[config.mk]
export PLATFORM = sky130hd
export DESIGN_NAME = link_err_counter
export DESIGN_NICKNAME = d
export VERILOG_FILES = /design/src/rtl/errcnt_pkg.sv /design/src/rtl/errcnt_count.sv /design/src/rtl/errcnt_limit.sv /design/src/rtl/errcnt_cause.sv /design/src/rtl/link_err_counter.sv
export SDC_FILE = /design/constraint.sdc
export NUM_CORES = 1
export LEC_CHECK = 0
export BUFFER_PORTS_ARGS = -buffer_cell sky130_fd_sc_hd__buf_2
export CAP_MARGIN = 10
export CORE_UTILIZATION = 30
export CTS_CLUSTER_DIAMETER = 150
export CTS_CLUSTER_SIZE = 25
export DETAILED_ROUTE_END_ITERATION = 10
export PLACE_DENSITY = 0.59
export SYNTH_ARGS = -nofsm -noshare
export SYNTH_HDL_FRONTEND = slang
export SYNTH_SLANG_ARGS = --single-unit
[constraint.sdc]
create_clock -name clk -period 2.7 [get_ports clk]
set_clock_uncertainty 0.15 [all_clocks]
set_input_delay 0.27 -clock clk [delete_from_list [all_inputs] [get_ports clk]]
set_output_delay 0.27 -clock clk [all_outputs]
set_load 0.03 [all_outputs]
[src/rtl/errcnt_pkg.sv]
// errcnt_pkg: shared constants for the link error counter.
// Assumes the count and limit halves have equal width, a whole number of bytes.
package errcnt_pkg;
    localparam int unsigned HALF_W_DEF = 16;
    localparam int unsigned BYTE_W     = 8;

    // Number of bytes in one half of the word.
    function automatic int unsigned half_bytes(input int unsigned half_w);
        return half_w / BYTE_W;
    endfunction
endpackage

[src/rtl/errcnt_count.sv]
// errcnt_count: saturating error counter with a synchronous zeroing input.
// Assumes zap wins over err in the same cycle; err is a one-cycle event.
module errcnt_count #(
    parameter int unsigned CNT_W = errcnt_pkg::HALF_W_DEF
) (
    input  logic             clk,
    input  logic             rst_n,
    input  logic             zap,
    input  logic             err,
    output logic [CNT_W-1:0] cnt,
    output logic [CNT_W-1:0] cnt_inc,
    output logic             accepted
);
    localparam logic [CNT_W-1:0] CNT_MAX = {CNT_W{1'b1}};

    // Pulse survives unless a count reset shares its cycle.
    assign accepted = err && !zap;
    // Value the count would take after one more error, saturated.
    assign cnt_inc  = (cnt == CNT_MAX) ? CNT_MAX : cnt + 1'b1;

    // Count register: zero on reset or zap, otherwise step on accepted pulse.
    always_ff @(posedge clk) begin
        if (!rst_n)        cnt <= '0;
        else if (zap)      cnt <= '0;
        else if (accepted) cnt <= cnt_inc;
    end

    AST_ZAP_ZEROES: assert property (@(posedge clk) disable iff (!rst_n)
        zap |=> (cnt == '0));
    AST_SAT_HOLD: assert property (@(posedge clk) disable iff (!rst_n)
        (cnt == CNT_MAX && !zap) |=> (cnt == CNT_MAX));
    AST_STEP_ONE: assert property (@(posedge clk) disable iff (!rst_n)
        (!zap && $past(rst_n)) |=> (cnt == $past(cnt) || cnt == $past(cnt) + 1'b1));
endmodule

[src/rtl/errcnt_limit.sv]
// errcnt_limit: byte-enabled limit register for the upper half of the word.
// Assumes be and data are only meaningful when we is high.
module errcnt_limit #(
    parameter int unsigned LIM_W = errcnt_pkg::HALF_W_DEF
) (
    input  logic             clk,
    input  logic             rst_n,
    input  logic             we,
    input  logic [LIM_W/8-1:0] be,
    input  logic [LIM_W-1:0] data,
    output logic [LIM_W-1:0] lim,
    output logic [LIM_W-1:0] lim_next
);
    localparam int unsigned NBYTES = errcnt_pkg::half_bytes(LIM_W);

    // Per-byte merge of write data into the held limit.
    for (genvar b = 0; b < NBYTES; b++) begin : g_byte
        assign lim_next[b*8 +: 8] = (we && be[b]) ? data[b*8 +: 8] : lim[b*8 +: 8];
    end

    // Limit register.
    always_ff @(posedge clk) begin
        if (!rst_n) lim <= '0;
        else        lim <= lim_next;
    end

    AST_LIMIT_HOLD: assert property (@(posedge clk) disable iff (!rst_n)
        !we |=> $stable(lim));
endmodule

[src/rtl/errcnt_cause.sv]
// errcnt_cause: pending threshold cause with its set and clear priorities.
// Assumes cnt_inc is the saturated post-increment count of the paired counter.
module errcnt_cause #(
    parameter int unsigned W = errcnt_pkg::HALF_W_DEF
) (
    input  logic         clk,
    input  logic         rst_n,
    input  logic         accepted,
    input  logic [W-1:0] cnt_inc,
    input  logic [W-1:0] lim,
    input  logic [W-1:0] lim_next,
    input  logic         zap,
    input  logic         clr,
    output logic         pend
);
    logic hit;

    // Setting event: accepted error reaching a non-zero limit.
    assign hit = accepted && (lim != '0) && (cnt_inc >= lim);

    // Pending flag: zap and zero limit dominate, then set, then clear strobe.
    always_ff @(posedge clk) begin
        if (!rst_n)                          pend <= 1'b0;
        else if (zap || lim_next == '0)      pend <= 1'b0;
        else if (hit)                        pend <= 1'b1;
        else if (clr)                        pend <= 1'b0;
    end

    AST_PEND_NEEDS_LIMIT: assert property (@(posedge clk) disable iff (!rst_n)
        pend |-> (lim != '0));
    AST_ZAP_DROPS: assert property (@(posedge clk) disable iff (!rst_n)
        zap |=> !pend);
    AST_RISE_HAS_CAUSE: assert property (@(posedge clk) disable iff (!rst_n)
        $rose(pend) |-> $past(accepted));
endmodule

[src/rtl/link_err_counter.sv]
// link_err_counter: one-word error counter with a limit and threshold cause.
// Assumes a 32-bit word split into two 16-bit halves by default; the
// count half is bytes 0..HB-1 and the limit half the bytes above it.
module link_err_counter #(
    parameter int unsigned HALF_W = errcnt_pkg::HALF_W_DEF
) (
    input  logic                  clk,
    input  logic                  rst_n,
    input  logic                  err_pulse,
    input  logic                  wr_en,
    input  logic [HALF_W/4-1:0]   wr_be,
    input  logic [2*HALF_W-1:0]   wr_data,
    input  logic                  cause_clr,
    output logic [2*HALF_W-1:0]   rd_data,
    output logic                  cause_flag
);
    localparam int unsigned HB = errcnt_pkg::half_bytes(HALF_W);

    logic              zap;
    logic              accepted;
    logic [HALF_W-1:0] cnt, cnt_inc, lim, lim_next;

    // A write to any count byte resets the count and the cause.
    assign zap = wr_en && (|wr_be[HB-1:0]);

    errcnt_count #(.CNT_W(HALF_W)) u_count (
        .clk(clk), .rst_n(rst_n), .zap(zap), .err(err_pulse),
        .cnt(cnt), .cnt_inc(cnt_inc), .accepted(accepted)
    );

    errcnt_limit #(.LIM_W(HALF_W)) u_limit (
        .clk(clk), .rst_n(rst_n), .we(wr_en), .be(wr_be[2*HB-1:HB]),
        .data(wr_data[2*HALF_W-1:HALF_W]), .lim(lim), .lim_next(lim_next)
    );

    errcnt_cause #(.W(HALF_W)) u_cause (
        .clk(clk), .rst_n(rst_n), .accepted(accepted), .cnt_inc(cnt_inc),
        .lim(lim), .lim_next(lim_next), .zap(zap), .clr(cause_clr),
        .pend(cause_flag)
    );

    assign rd_data = {lim, cnt};

    AST_CLR_ALONE: assert property (@(posedge clk) disable iff (!rst_n)
        (cause_clr && !err_pulse) |=> !cause_flag);
    AST_RESET_STATE: assert property (@(posedge clk)
        !rst_n |=> (rd_data == '0 && !cause_flag));
endmodule

==> results of run 1 <==
[flip-flops by register name (all words and copies together) (netlist names)]
signal,flops
u_limit.lim,16
u_cause.pend,1
u_count.cnt,16
[report_power, final]
group | internal [mW] | switching [mW]
Combinational | 0.117 | 0.182
Sequential | 0.512 | 0.0278
Clock | 0.178 | 0.199
Total | 0.807 | 0.408
[layer usage]
layer / vias to the layer above / global-route usage / routed length (um)
li1: 1117 / - / -
met2: 43 / 0.266 / 2770
met1: 1015 / 0.206 / 2680
met4: 0 / 0.0626 / 101
met3: 7 / 0.0292 / 255
met5: - / 0 / 0
[cells in the mapped netlist, types with 2 or more instances]
| cell | count |
|---|---|
| nand2_1 | 54 |
| dfxtp_1 | 33 |
| a21boi_0 | 19 |
| inv_1 | 18 |
| ha_1 | 17 |
| a21oi_1 | 15 |
| o21ai_0 | 13 |
| nor2_1 | 9 |
| clkbuf_1 | 7 |
| xnor2_1 | 7 |
| nand3_1 | 6 |
| and2_1 | 5 |
| a31oi_1 | 4 |
| and3_1 | 4 |
| nand4_1 | 4 |
| nor4_1 | 4 |
| o221a_2 | 4 |
| or4_1 | 4 |
| xor2_1 | 4 |
| nor3_1 | 3 |
| a311oi_1 | 2 |
| a31o_1 | 2 |
| and3_2 | 2 |
| nand3_2 | 2 |
| nor2_4 | 2 |
| nor2b_1 | 2 |
| nor3_2 | 2 |
| nor3_4 | 2 |
| o211a_1 | 2 |
| o31a_1 | 2 |
[per-stage QoR]
step / power, mW / instances / hold slack (ns) / TNS, ns / utilization
after floorplan: 0.743 / 271 / 0.265 / 0 / -
after global placement: 0.836 / 430 / 0.329 / 0 / 0.387
after detailed placement: 0.842 / 430 / 0.328 / 0 / 0.387
after CTS: 1.22 / 438 / 0.0718 / 0 / 0.399
after global routing: 1.29 / 441 / 0.0717 / -0.0171 / 0.410
final: 1.22 / 441 / 0.0747 / 0 / 0.410
[path summary, 6_finish.rpt]
check,startpoint,to
hold reg to reg,u_limit.lim[9],u_limit.lim[9]
setup / recovery,u_count.cnt[0],u_cause.pend
setup reg to reg,u_count.cnt[0],u_cause.pend
hold / removal,wr_data[22],u_limit.lim[6]
[timing repair]
action	CTS	global route
resized for setup	0	15
hold endpoints to repair	0	0
setup endpoints to repair	0	1
setup buffers	0	3
hold buffers	0	0
[layout make-up]
cell class / count / area [um2]
inverter: 18 / 67.6
fill: 751 / 4120
multi-input combinational: 212 / 1500
sequential: 33 / 673
clock buffer: 5 / 68.8
clock inverter: 3 / 17.5
tap: 96 / 120
timing repair buffer: 74 / 413
[logic make-up after synthesis]
| group | count (synthesis) |
|---|---|
| fa+ha+maj | 17 |
| compound gates | 72 |
| flops | 33 |
| xor+xnor | 11 |
| simple gates | 112 |
| buf+inv | 26 |
[critical path, stage by stage (launching register included)]
cell,delay (ns)
dfxtp_4,0.39
ha_2,0.21
nand4_4,0.14
nor2_4,0.21
nand3_4,0.14
buf_4,0.20
nand2_1,0.10
ha_4,0.21
a21oi_1,0.13
o21a_1,0.19
o211ai_1,0.10
o21ai_1,0.14
a311oi_1,0.10
==> results.ini, run 1 <==
[status]
status = finished clean

[timing]
rsz0062_at_grt = yes
fmax_mhz = 396
timing.final.crit_share = 0.935
worst_pin_slew_ns = 0.451
finalHoldViolations = 0
relSlewSlack = 0.696
period_minus_slack_ns = 2.52
finalWorstSetupSlack_ns = 0.177
setup_viol = 0
final_max_slew_viol_count = 0

[synth]
synth-compound-area-share = 0.230
synth_adder_area_share = 0.0959
synthMuxAreaShare = 0
yosysTopAreaCell = dfxtp_1
synth-xor-area-share = 0.0434
ys_warn_count = 0
netlist.area_leader.share = 0.298
synthDistinctLibCells = 47
synth_simple_gate_area_frac = 0.287
postSynthNetCount = 329
synth_area_mm2 = 0.00222
ys_seq_elements = 33
seq_area_frac_synth = 0.298
yosys_most_used_dff = dfxtp_1
synth_area_leaders = dfxtp_1, ha_1, nand2_1, a21boi_0, a21oi_1
synth_top_family_by_area = simple AND/OR/NAND/NOR gates
synth.avg_cell_area_um2 = 8.19
syn_inst = 271
async_flop_share = 0
synth_edf_count = 0

[clocking]
clkTransAtPathRegs_ns = 0.07
clock_latency_ns = 0.30
numCtsBuffers = 5
clk_path_buf_depth = 2
htreeDepth = 2
cts-root-buf = clkbuf_8
cts_tree = done
clock_sink_count = 33

[floorplanning]
core-area_mm2 = 0.00698
num_io_pins = 74
num_rows = 30
die_x_um = 88.0
initial_core_util = 0.318
fp.dieArea_mm2 = 0.00774
die_h_um = 88.0

[global_route]
grt_max_degree = 20
gr-total-overflow = 0
grt_pass1_wl_um = 9610
antenna_found_initial = 0
first_global_vias = 2059
grt_usage = 0.161

[worst_setup_path]
critPathArrivalTime_ns = 2.55
crit_type = reg2reg
rrSetupSlack_ns = 0.18
crit_required_ns = 2.73
end_kind = flip-flop
cp_max_fo = 10
startpoint_type = flip-flop
r2r_cells = 12

[place]
hpwlAfterDp_um = 4530
dp_slack_ns = 0.115
finalWeightedCongestion = 0.780
placed_cell_area_mm2 = 0.00270
port_buffers = 57

[min_path]
hp-class = in2reg
holdPathStages = 3

[layout]
nets = 402
mostFrequentLayoutCell = buf_2
mostFrequentLayoutCells = buf_2, nand2_1, dfxtp_1
drive_gt1_frac = 0.336
stdcell_area_mm2 = 0.00286
synthToLayoutAreaGrowth_pct = 28.9
antenna_cells = 0

[routing]
drc = 0
first_pass_iters = 4
wl_um = 5800
via_per_inst = 4.95
detail_route.wl_per_cell_um = 13.1
antenna_left = 0
vias = 2182
drt_iter0_drc = 77

[power_and_ir_drop]
p_leak_nw = 1.35
max-vdd-ir-drop_v = 0.000206
p_per_area_mw_per_mm2 = 425

[flow_run]
drv_cap = 0

No activity file was read; power rests on OpenSTA's default activity.
==> run 2, diff against run 1 <==
REMOVE_ABC_BUFFERS = 1   (was not set)
==> results.ini, run 2 (synthesis gave the netlist of run 1 again) <==
[clocking]
cts_tree = done
cts-root-buf = clkbuf_8
numCtsBuffers = 5
clock_sink_count = 33
postCtsHoldBufs = 0
clock_latency_ns = 0.29
clkTransAtPathRegs_ns = 0.07
clk_path_buf_depth = 2
htreeDepth = 2

[worst_setup_path]
max_stage_delay_ns = 0.40
crit_type = reg2reg
cp_max_fo = 5
crit_chain = nand2_4 -> or2_4 -> nor4_4 -> xnor2_1 -> nand2_1 -> ha_4 -> nand2_1 -> o21a_1 -> a21oi_2 -> o21ai_1 -> a311oi_1
critPathArrivalTime_ns = 2.59
startpoint_type = flip-flop
worst_path_most_repeated_cell = nand2_1
end_kind = flip-flop
crit_required_ns = 2.74
cp_slowest_cell = dfxtp_4

[power_and_ir_drop]
p_per_area_mw_per_mm2 = 422
p_leak_nw = 1.37
max-vdd-ir-drop_v = 0.000193

[global_route]
first_global_vias = 2004
grt_max_degree = 20
grt_pass1_wl_um = 9470
grt_usage = 0.157
gr-total-overflow = 0
antenna_found_initial = 0

[timing]
setup_viol = 0
final_max_slew_viol_count = 0
worst_pin_slew_ns = 0.510
period_minus_slack_ns = 2.54
relSlewSlack = 0.660
finalHoldViolations = 0
fmax_mhz = 393
timing.final.crit_share = 0.943

[layout]
multi_input_area_mm2 = 0.00152
antenna_cells = 0
ff_latch_area_um2 = 676
utilization = 0.417
mostFrequentLayoutCell = buf_2
drive_gt1_frac = 0.348
mostFrequentLayoutCells = buf_2, nand2_1, dfxtp_1
fillers = 747
stdcell_area_mm2 = 0.00291
biggestRegsByFlops = u_count.cnt: 16 flops, u_limit.lim: 16 flops, u_cause.pend: 1 flops
synthToLayoutAreaGrowth_pct = 31.2
nets = 406

[routing]
drt_iter0_drc = 127
antenna_left = 0
drc = 0
first_pass_iters = 4
vias = 2207
detail_route.wl_per_cell_um = 13.2
via_per_inst = 4.97
wl_um = 5850

[min_path]
hp-class = in2reg

[flow_run]
drv_cap = 0

[floorplanning]
die_x_um = 88.0
num_io_pins = 74
num_rows = 30
fp.dieArea_mm2 = 0.00774
core-area_mm2 = 0.00698
die_h_um = 88.0
initial_core_util = 0.318

[place]
hpwlAfterDp_um = 4520
placed_cell_area_mm2 = 0.00270
finalWeightedCongestion = 0.778
port_buffers = 57

[status]
status = finished clean

==> run 2: cell count changes in the layout (fill, tap and decap cells not counted), moves of 2 or more <==
| cell | delta |
|---|---|
| dfxtp_1 | -2 |
| dfxtp_2 | +2 |
| clkinv_2 | -2 |
| buf_4 | +4 |
==> run 2: layout make-up <==
type                       count  share of cell area
multi-input combinational    212               0.522
sequential                    33               0.232
timing repair buffer          78               0.152
tap                           96              0.0413
clock buffer                   7              0.0297
inverter                      18              0.0232
==> run 2: worst max-delay path, delay by kind of cell (launching register included) <==
kind | cells | cell delay [ns]
and+or+nand+nor | 5 | 0.74
DFF | 1 | 0.40
AOI/OAI and AO/OA | 4 | 0.70
adders and majority gates | 1 | 0.29
xor gates and xnor gates | 1 | 0.17
==> run 2: worst paths after layout <==
check / startpoint / end / slack, ns / depth (start not counted)
max: u_count.cnt[0] / u_cause.pend / 0.16 / 11
min reg2reg: u_limit.lim[12] / u_limit.lim[12] / 0.35 / 2
max reg2reg: u_count.cnt[0] / u_cause.pend / 0.16 / 11
min: wr_data[19] / u_limit.lim[3] / 0.09 / 3
==> run 2: through the flow <==
step | worst slack, ns | instances | power, mW | TNS, ns | hold WS, ns
after global routing | -0.0000748 | 444 | 1.30 | -0.0000748 | 0.0912
after global placement | 0.136 | 431 | 0.837 | 0 | 0.339
after floorplan | -0.158 | 263 | 0.736 | -0.158 | 0.265
after detailed placement | 0.0672 | 431 | 0.843 | 0 | 0.339
after CTS | 0.0536 | 438 | 1.23 | 0 | 0.0847
final | 0.155 | 444 | 1.23 | 0 | 0.0892
==> run 2: report_power, final <==
group          leakage, nW  total, mW  internal (mW)  switching [mW]
clock network       0.0443      0.385          0.202           0.182
logic                 1.05      0.301          0.119           0.182
registers            0.274      0.541          0.513          0.0288
total                 1.37       1.23          0.834           0.393
==> run 2: what timing repair did <==
| item | 4_1_cts | 5_1_grt |
|---|---|---|
| setup endpoints to repair | 0 | 1 |
| setup buffers | 0 | 6 |
| gates resized for setup | 0 | 23 |
==> run 2: layer usage <==
metal	vias to the layer above	global-route usage	share of wire
met4	0	0.0462	0.014
met3	9	0.0283	0.029
met1	1028	0.210	0.48
met5	-	0	0
met2	39	0.257	0.47
li1	1131	-	-
